$ cat config.mk
export PLATFORM = sky130hd
export DESIGN_NAME = chop_frame_seq
export DESIGN_NICKNAME = d
export VERILOG_FILES = /design/src/rtl/chop_seq_pkg.sv /design/src/rtl/seq_fsm.sv /design/src/rtl/frame_tracker.sv /design/src/rtl/pol_ctrl.sv /design/src/rtl/chop_frame_seq.sv
export SDC_FILE = /design/constraint.sdc
export NUM_CORES = 1
export LEC_CHECK = 0
export ABC_CLOCK_PERIOD_IN_PS = 2000
export BUFFER_PORTS_ARGS = -buffer_cell sky130_fd_sc_hd__buf_2
export CAP_MARGIN = 10
export CORE_AREA = 2 2 40 42
export CTS_CLUSTER_SIZE = 28
export DETAILED_ROUTE_END_ITERATION = 8
export DIE_AREA = 0 0 42 44
export PLACE_DENSITY = 0.64
export SYNTH_ARGS = -nofsm -noshare
export SYNTH_HDL_FRONTEND = slang
export SYNTH_HIERARCHICAL = 1
export SYNTH_SLANG_ARGS = --single-unit
$ cat constraint.sdc
create_clock -name clk -period 2 [get_ports clk]
set_input_delay 0.2 -clock clk [delete_from_list [all_inputs] [get_ports clk]]
set_output_delay 0.2 -clock clk [all_outputs]
set_load 0.02 [all_outputs]
$ cat src/rtl/chop_seq_pkg.sv
package chop_seq_pkg;

    typedef enum logic {
        ST_SCAN   = 1'b0,
        ST_SETTLE = 1'b1
    } seq_state_e;

    typedef enum logic [1:0] {
        CM_AUTO_ALT  = 2'b00,
        CM_FIX_LOW   = 2'b01,
        CM_FIX_HIGH  = 2'b10,
        CM_AUTO_HOLD = 2'b11
    } chop_mode_e;

endpackage

$ cat src/rtl/seq_fsm.sv
module seq_fsm
    import chop_seq_pkg::*;
#(
    parameter int IDX_W = 4
) (
    input  logic             clk,
    input  logic             rst,
    input  logic             tick,
    input  logic [IDX_W-1:0] last_idx,
    output logic [IDX_W-1:0] mux_idx,
    output logic             frame_sync,
    output logic             start,
    output logic             enter_settle,
    output logic             leave_settle
);

    seq_state_e state_q, state_d;
    logic [IDX_W-1:0] idx_q, idx_d;

    // next-state logic
    always_comb begin
        state_d = state_q;
        idx_d   = idx_q;
        unique case (state_q)
            ST_SCAN: begin
                if (tick) begin
                    if (idx_q == last_idx) begin
                        state_d = ST_SETTLE;
                        idx_d   = '0;
                    end else begin
                        idx_d = idx_q + 1'b1;
                    end
                end
            end
            ST_SETTLE: begin
                if (tick) begin
                    state_d = ST_SCAN;
                    idx_d   = '0;
                end
            end
        endcase
    end

    // state register
    always_ff @(posedge clk) begin
        if (rst) begin
            state_q <= ST_SCAN;
            idx_q   <= '0;
        end else begin
            state_q <= state_d;
            idx_q   <= idx_d;
        end
    end

    // outputs
    always_comb begin
        enter_settle = (state_q == ST_SCAN) && (state_d == ST_SETTLE);
        leave_settle = (state_q == ST_SETTLE) && (state_d == ST_SCAN);
        frame_sync   = (state_q == ST_SETTLE);
        mux_idx      = idx_q;
    end

    always_ff @(posedge clk) begin
        if (rst) start <= 1'b0;
        else     start <= enter_settle;
    end

    AST_START_IN_SYNC: assert property (@(posedge clk) disable iff (rst)
        start |-> frame_sync);
    AST_START_ONE_CYCLE: assert property (@(posedge clk) disable iff (rst)
        start |=> !start);
    AST_SYNC_RISE_START: assert property (@(posedge clk) disable iff (rst)
        $rose(frame_sync) |-> start);
    AST_IDX_ZERO_SETTLE: assert property (@(posedge clk) disable iff (rst)
        frame_sync |-> (mux_idx == '0));
    AST_IDX_HOLD_NO_TICK: assert property (@(posedge clk) disable iff (rst)
        !tick |=> $stable(mux_idx));

endmodule

$ cat src/rtl/frame_tracker.sv
module frame_tracker #(
    parameter int FRAMES_PER_ACC = 4,
    localparam int FCW = (FRAMES_PER_ACC > 1) ? $clog2(FRAMES_PER_ACC) : 1
) (
    input  logic clk,
    input  logic rst,
    input  logic leave_settle,
    input  logic frame_sync,
    output logic last_frame,
    output logic parity,
    output logic acc_end
);

    localparam logic [FCW-1:0] LAST_F = FCW'(FRAMES_PER_ACC - 1);

    logic [FCW-1:0] fcnt_q;

    assign last_frame = (fcnt_q == LAST_F);

    always_ff @(posedge clk) begin
        if (rst) begin
            fcnt_q <= '0;
            parity <= 1'b0;
        end else if (leave_settle) begin
            if (last_frame) begin
                fcnt_q <= '0;
                parity <= ~parity;
            end else begin
                fcnt_q <= fcnt_q + 1'b1;
            end
        end
    end

    always_comb acc_end = frame_sync && last_frame;

    AST_ACC_END_IN_SYNC: assert property (@(posedge clk) disable iff (rst)
        acc_end |-> frame_sync);
    AST_PARITY_AT_BOUNDARY: assert property (@(posedge clk) disable iff (rst)
        !$stable(parity) |-> $past(leave_settle && last_frame));

endmodule

$ cat src/rtl/pol_ctrl.sv
module pol_ctrl
    import chop_seq_pkg::*;
(
    input  logic       clk,
    input  logic       rst,
    input  logic       enter_settle,
    input  logic [1:0] chop_mode,
    input  logic       last_frame,
    input  logic       parity,
    output logic       polarity
);

    chop_mode_e mode;
    logic       pol_d;

    always_comb begin
        mode  = chop_mode_e'(chop_mode);
        pol_d = polarity;
        unique case (mode)
            CM_FIX_LOW:   pol_d = 1'b0;
            CM_FIX_HIGH:  pol_d = 1'b1;
            CM_AUTO_HOLD: pol_d = last_frame ? polarity : ~polarity;
            CM_AUTO_ALT:  pol_d = last_frame ? ~parity  : ~polarity;
        endcase
    end

    always_ff @(posedge clk) begin
        if (rst)               polarity <= 1'b0;
        else if (enter_settle) polarity <= pol_d;
    end

    AST_MODE_LOW: assert property (@(posedge clk) disable iff (rst)
        (enter_settle && chop_mode == 2'b01) |=> !polarity);
    AST_MODE_HIGH: assert property (@(posedge clk) disable iff (rst)
        (enter_settle && chop_mode == 2'b10) |=> polarity);
    AST_HOLD_AT_END: assert property (@(posedge clk) disable iff (rst)
        (enter_settle && chop_mode == 2'b11 && last_frame)
        |=> $stable(polarity));

endmodule

$ cat src/rtl/chop_frame_seq.sv
module chop_frame_seq #(
    parameter int MAX_STATES     = 16,
    parameter int FRAMES_PER_ACC = 4,
    localparam int IDX_W = (MAX_STATES > 1) ? $clog2(MAX_STATES) : 1
) (
    input  logic             clk,
    input  logic             rst,
    input  logic             tick,
    input  logic [IDX_W-1:0] last_idx,
    input  logic [1:0]       chop_mode,
    output logic [IDX_W-1:0] mux_idx,
    output logic             frame_sync,
    output logic             start,
    output logic             polarity,
    output logic             acc_end
);

    logic enter_settle, leave_settle, last_frame, parity;

    seq_fsm #(.IDX_W(IDX_W)) u_fsm (
        .clk          (clk),
        .rst          (rst),
        .tick         (tick),
        .last_idx     (last_idx),
        .mux_idx      (mux_idx),
        .frame_sync   (frame_sync),
        .start        (start),
        .enter_settle (enter_settle),
        .leave_settle (leave_settle)
    );

    frame_tracker #(.FRAMES_PER_ACC(FRAMES_PER_ACC)) u_frames (
        .clk          (clk),
        .rst          (rst),
        .leave_settle (leave_settle),
        .frame_sync   (frame_sync),
        .last_frame   (last_frame),
        .parity       (parity),
        .acc_end      (acc_end)
    );

    pol_ctrl u_pol (
        .clk          (clk),
        .rst          (rst),
        .enter_settle (enter_settle),
        .chop_mode    (chop_mode),
        .last_frame   (last_frame),
        .parity       (parity),
        .polarity     (polarity)
    );

    AST_POL_ONLY_AT_SETTLE: assert property (@(posedge clk) disable iff (rst)
        !$stable(polarity) |-> $rose(frame_sync));
    AST_SYNC_LOW_AFTER_RST: assert property (@(posedge clk)
        $past(rst) |-> (!frame_sync && !polarity && mux_idx == '0));

endmodule

==> results_dict.tcl, run 1 <==
set metrics [dict create \
    crit_path_start_kind "flop" \
    gpl.final_weighted_congestion 0.765 \
    internal-power_uw 341 \
    post_route_cells_drive_above_1_share_pct 35.1 \
    worst_slew_pin_slew_ns 0.250 \
    ys_ff_latch 10 \
    synthesis.area_per_instance_um2 9.89 \
    io_buffer_count 16 \
    period_share_pct 68.9 \
    clock.fmax_mhz 726 \
    cts_root_buf "sky130_fd_sc_hd__clkbuf_4" \
    starting_density_of_the_core_pct 37.7 \
    dieWidth_um 42 \
    synth_warnings 6 \
    cellLeakagePower_nw 0.302 \
    min_period_ns 1.38 \
    crit_path_max_fanout 4 \
    fin_tns_setup_ns 0 \
    final_nets 87 \
    mappedNetlistNets 66 \
    finish.instance_area_um2 671 \
    grt_max_degree 11 \
    maxCapViolations 0 \
    syn_to_final_growth_pct 25.5 \
    fraction_of_power_consumed_by_the_clock_network_pct 41.5 \
    floorplan.die_area_um2 1850 \
    final_max_slew_viol_count 0 \
    cts_post_setup_buffers_inserted 0 \
    rows 14 \
    netlist_instances 54 \
    maxSlewHeadroom_pct 83.3 \
    cts.clk_slew.worst_paths_ns 0.08 \
    detailedRoute.firstIterationViolations 10 \
    detail_route.wl_per_cell_um 11.4 \
    layout.cells.most_common "sky130_fd_sc_hd__buf_2" \
    antennaDiodeCount 0 \
    route.detailed.drc 0 \
    initial_antenna_violation_count 0 \
    ant_nets 0 \
    post_cts_resize_count 0 \
    grt_first_pass_wirelength_mm 1.83 \
    post_synthesis_cell_area_um2 534 \
    comb_power_share_pct 12.6 \
    criticalPathCategory "flop to primary output" \
    length_of_the_first_detailed_routing_pass_in_iterations 4 \
    ports_placed_on_the_boundary 17 \
    ctsHoldBuffers 0 \
    clock_skew_ns 0.00208 \
    clock_insertion_delay_at_the_later_pin_of_the_skew_report_ns 0.27 \
    groute.usage.overall_pct 13.7 \
    worstPathRequired_ns 1.80 \
    overflow_left_after_global_routing 0 \
    power-per-cell-area_nw_per_um2 688 \
    unrepaired_setup_endpoints_after_global_routing "false" \
    sequential_cell_fraction_of_total_power_pct 46.0 \
    cts_buffers 3 \
    power.switching_fraction_pct 26.0 \
    filler_cell_count 160 \
    max-vdd-ir-drop_mv 0.404 \
    dr_total_vias 456 \
    tritoncts "built" \
    setup_viol 0 \
    synth_cell_type_count 27 \
    fp.dieH_um 44 \
    cts-root-to-sink-buffers 2 \
    totalWireLength_mm 1.02 \
    category_of_the_worst_setup_path_capture_point "primary output" \
    via_count_of_the_first_global_routing_pass 428 \
    cp_data_arrival_time_ns 1.18 \
    layout_common_cells "sky130_fd_sc_hd__buf_2, sky130_fd_sc_hd__dfxtp_1, sky130_fd_sc_hd__nor2_1, sky130_fd_sc_hd__xnor2_1" \
    power_switching_uw 120 \
    type_of_the_tightest_min_delay_check "primary input to flop" \
    number_of_levels_the_h_tree_was_split_into 1 \
    hold_violations 0 \
    ys_seq_area_share_pct 37.5 \
    dp.final_hpwl_um 771 \
    core_region_area_um2 1420 \
    clock_sinks 10 \
    avgViaCountPerCell 5.07 \
    status "finished clean" \
    timing.hold.ws_ns 0.215 \
    postPlaceCellArea_um2 634 \
]
[final timing paths]
path,start,end,slack [ns],cells past startpoint
setup / recovery,u_frames/fcnt_q[0],acc_end,0.62,3
hold / removal,rst,u_frames/fcnt_q[0],0.22,2
setup reg to reg,u_fsm/mux_idx[0],u_pol/polarity,0.65,5
hold reg to reg,u_frames/fcnt_q[0],u_frames/fcnt_q[0],0.52,2
[cell usage after synthesis]
master | count | share of area (%)
sky130_fd_sc_hd__ha_1 | 3 | 7.0
sky130_fd_sc_hd__nor2b_1 | 1 | 1.2
sky130_fd_sc_hd__a211oi_1 | 1 | 1.4
sky130_fd_sc_hd__inv_1 | 3 | 2.1
sky130_fd_sc_hd__nor2_1 | 4 | 2.8
sky130_fd_sc_hd__xnor2_2 | 1 | 3.0
sky130_fd_sc_hd__nand4_2 | 1 | 2.3
sky130_fd_sc_hd__mux2i_1 | 1 | 1.9
sky130_fd_sc_hd__a21oi_2 | 1 | 1.6
sky130_fd_sc_hd__o2bb2ai_1 | 1 | 1.6
sky130_fd_sc_hd__o31ai_2 | 1 | 2.3
sky130_fd_sc_hd__a21oi_1 | 3 | 2.8
sky130_fd_sc_hd__o21ai_0 | 1 | 0.94
sky130_fd_sc_hd__nand3b_1 | 1 | 1.4
sky130_fd_sc_hd__nand2b_1 | 2 | 2.3
sky130_fd_sc_hd__dfxtp_1 | 10 | 37
sky130_fd_sc_hd__nor3_1 | 2 | 1.9
sky130_fd_sc_hd__o211a_1 | 1 | 1.9
sky130_fd_sc_hd__nand2b_2 | 1 | 1.6
sky130_fd_sc_hd__a22o_1 | 1 | 1.6
sky130_fd_sc_hd__or3b_1 | 1 | 1.6
sky130_fd_sc_hd__a21bo_2 | 1 | 1.9
sky130_fd_sc_hd__xnor2_1 | 4 | 6.6
sky130_fd_sc_hd__and2_1 | 2 | 2.3
sky130_fd_sc_hd__nand3_1 | 3 | 2.8
sky130_fd_sc_hd__a32o_1 | 2 | 3.7
sky130_fd_sc_hd__o32ai_1 | 1 | 1.6
[worst max-delay path, cell delays in order, from the launching register on]
cell and delay [ns]:
sky130_fd_sc_hd__dfxtp_1 0.38, sky130_fd_sc_hd__ha_1 0.23, sky130_fd_sc_hd__and2_1 0.15, sky130_fd_sc_hd__buf_2 0.16
[area by class of cell]
class / count / area (um2) / area share (%)
clock buffer: 4 / 36.3 / 5.41
multi-input combinational: 41 / 323 / 48.1
timing repair buffer: 16 / 80.1 / 11.9
inverter: 3 / 11.3 / 1.68
sequential: 10 / 200 / 29.9
tap: 16 / 20.0 / 2.99
[power by group through the flow]
stage	logic [mW]	registers, mW	clock network [mW]
after floorplan	0.0291	0.223	0
after global placement	0.0580	0.217	0
after detailed placement	0.0585	0.217	0
final	0.0579	0.212	0.191
after CTS	0.0587	0.212	0.191
after global routing	0.0646	0.213	0.202
[registers in the layout, summed over array words and instances (netlist names)]
signal and cells:
u_fsm/frame_sync 1, u_pol/polarity 1, u_fsm/start 1, u_frames/parity 1, u_fsm/mux_idx 4, u_frames/fcnt_q 2
[metal layers]
layer	GRT usage, %	vias up	wire, um	part of all wire (%)
li1	-	238	-	-
met1	17.8	211	492	48
met2	19.7	5	474	46
met3	3.75	2	36	3.5
met4	9.68	0	20	2.0
met5	0	-	0	0
[logic make-up after synthesis]
group | synth area share, %
DFF | 37.5
buffers and inverters | 2.11
and+or+nand+nor | 20.4
muxes | 1.87
adders and majority gates | 7.03
AOI/OAI and AO/OA | 21.5
xor gates and xnor gates | 9.60
[per-stage QoR]
stage                     cells  utilization, %  total power, mW  setup slack [ns]
after global placement       86            44.7            0.275             0.693
after detailed placement     86            44.7            0.276             0.639
after floorplan              54               -            0.252             0.641
after global routing         90            47.3            0.480             0.459
after CTS                    90            47.3            0.462             0.613
final                        90            47.3            0.461             0.622
Power figures use the tool's default switching activity.
==> run 2, diff against run 1 <==
Settings changed: ABC_CLOCK_PERIOD_IN_PS 2000 to 1350.
Clock period 2 ns to 1.35 ns, I/O delays scaled along.
==> run 2 against run 1 <==
  * Hold slack got worse by 0.053 ns
  * Sequential share of layout area increased by 0.35 points
  * Utilization increased by 0.62 points
  * Register-to-register slack got worse by 0.52 ns
  * Setup slack got worse by 0.57 ns
  * First-iteration DRC count decreased by 90%
  * Sequential cell count unchanged
  * Clock skew increased by 0.0011 ns
  * Via count increased by 6.1%
  * Final cell count increased by 1.1%
  * Final area increased by 1.3%
  * Critical path type unchanged
==> results_dict.tcl, run 2 (synthesis results as in run 1) <==
set metrics [dict create \
    worst_slew_pin_slew_ns 0.284 \
    dieWidth_um 42 \
    grt.busiest_layer "met2" \
    fp.dieH_um 44 \
    final_nets 89 \
    dr_total_vias 484 \
    layout.cells.most_common "sky130_fd_sc_hd__buf_2" \
    unrepaired_setup_endpoints_after_global_routing "false" \
    grt_util_met2_pct 21.3 \
    overflow_left_after_global_routing 0 \
    io_buffer_count 16 \
    layout_common_cells "sky130_fd_sc_hd__buf_2, sky130_fd_sc_hd__dfxtp_1, sky130_fd_sc_hd__xnor2_1, sky130_fd_sc_hd__dfxtp_2" \
    final_max_slew_viol_count 0 \
    power-per-cell-area_nw_per_um2 895 \
    antennaDiodeCount 0 \
    cp_slowest_cell "sky130_fd_sc_hd__dfxtp_1" \
    finish.instance_area_um2 679 \
    rows 14 \
    post_route_cells_drive_above_1_share_pct 42.7 \
    multi_input_combinational_cell_area_um2 325 \
    min_period_ns 1.29 \
    clock_insertion_delay_at_the_later_pin_of_the_skew_report_ns 0.26 \
    category_of_the_worst_setup_path_capture_point "primary output" \
    grt_util_met3_pct 6.25 \
    cp_num_buf_inv 1 \
    detailedRoute.firstIterationViolations 1 \
    path_delay_family "flip-flops" \
    cts-root-to-sink-buffers 2 \
    postPlaceCellArea_um2 651 \
    hold_violations 0 \
    post_cts_resize_count 0 \
    grt_max_degree 11 \
    route.detailed.drc 0 \
    placement.setup.worst_slack_ns 0.0789 \
    worstPathRequired_ns 1.22 \
    cellLeakagePower_nw 0.307 \
    grt_first_pass_wirelength_mm 1.72 \
    period_share_pct 95.8 \
    avgViaCountPerCell 5.32 \
    grtUsageMet1_pct 13.5 \
    status "finished clean" \
    groute.usage.overall_pct 13.5 \
    detail_route.wl_per_cell_um 11.6 \
    tritoncts "built" \
    register_area_um2 205 \
    ctsHoldBuffers 0 \
    cts_post_setup_buffers_inserted 0 \
    cts_buffers 3 \
    criticalPathCategory "flop to primary output" \
    type_of_the_tightest_min_delay_check "primary input to flop" \
    ant_nets 0 \
    totalWireLength_mm 1.06 \
    starting_density_of_the_core_pct 37.7 \
    via_count_of_the_first_global_routing_pass 436 \
    maxSlewHeadroom_pct 81.1 \
    largest_reg_flops 4 \
    power.total_uw 608 \
    fin_tns_setup_ns 0 \
    number_of_levels_the_h_tree_was_split_into 1 \
    floorplan.die_area_um2 1850 \
    worst_path_largest_cell_delay_ns 0.34 \
    clock.fmax_mhz 773 \
    clock_skew_ns 0.00316 \
    maxCapViolations 0 \
    gpl.final_weighted_congestion 0.774 \
    max-vdd-ir-drop_mv 0.416 \
    core_region_area_um2 1420 \
    ports_placed_on_the_boundary 17 \
    finalWorstSetupSlack_ns 0.0570 \
    crit_path_start_kind "flop" \
    finish.utilization_pct 47.9 \
    initial_antenna_violation_count 0 \
    cp_data_arrival_time_ns 1.16 \
    cts_root_buf "sky130_fd_sc_hd__clkbuf_4" \
    syn_to_final_growth_pct 27.2 \
    clock_sinks 10 \
    cts.clk_slew.worst_paths_ns 0.06 \
    crit_path_max_fanout 4 \
    filler_cell_count 139 \
    ordered_list_of_cells_on_the_worst_path "ha_1, and2_1, buf_2" \
    setup_viol 0 \
    length_of_the_first_detailed_routing_pass_in_iterations 4 \
]
[run 2: final timing paths]
check	from	to	slack, ns	cells after the start
worst max-delay path	u_frames/fcnt_q[0]	acc_end	0.06	3
worst min-delay path	rst	u_frames/fcnt_q[0]	0.16	2
worst max register to register	u_fsm/mux_idx[0]	u_pol/polarity	0.13	5
worst min register to register	u_frames/fcnt_q[0]	u_frames/fcnt_q[0]	0.52	2
[run 2: cell type report]
cell class / instances / share of cell area (%)
inverters: 3 / 1.66
multi-input cells: 41 / 47.9
flip-flops and latches: 10 / 30.2
repair buffers: 18 / 14.0
well taps: 16 / 2.95
clock buffers: 3 / 3.31
[run 2: metrics by stage]
step / hold slack [ns] / cells
after floorplan: 0.197 / 54
after global placement: 0.440 / 88
after detailed placement: 0.450 / 88
after CTS: 0.167 / 91
after global routing: 0.177 / 91
final: 0.163 / 91
[run 2: where the power goes]
part           switching (mW)  internal [mW]
Combinational          0.0489         0.0414
Sequential             0.0115          0.305
Clock                  0.0985          0.103
[run 2: layer usage]
layer	vias up	part of all wire [%]
met3	5	5.5
met1	229	44
met5	-	0
met4	0	3.4
met2	10	47
li1	240	-
[run 2: worst register-to-register path, stage by stage (launching register included)]
cell and delay (ns):
sky130_fd_sc_hd__dfxtp_2 0.35, sky130_fd_sc_hd__xnor2_1 0.19, sky130_fd_sc_hd__nand4_2 0.16, sky130_fd_sc_hd__nor2_2 0.15, sky130_fd_sc_hd__a21oi_1 0.08, sky130_fd_sc_hd__a211oi_1 0.20
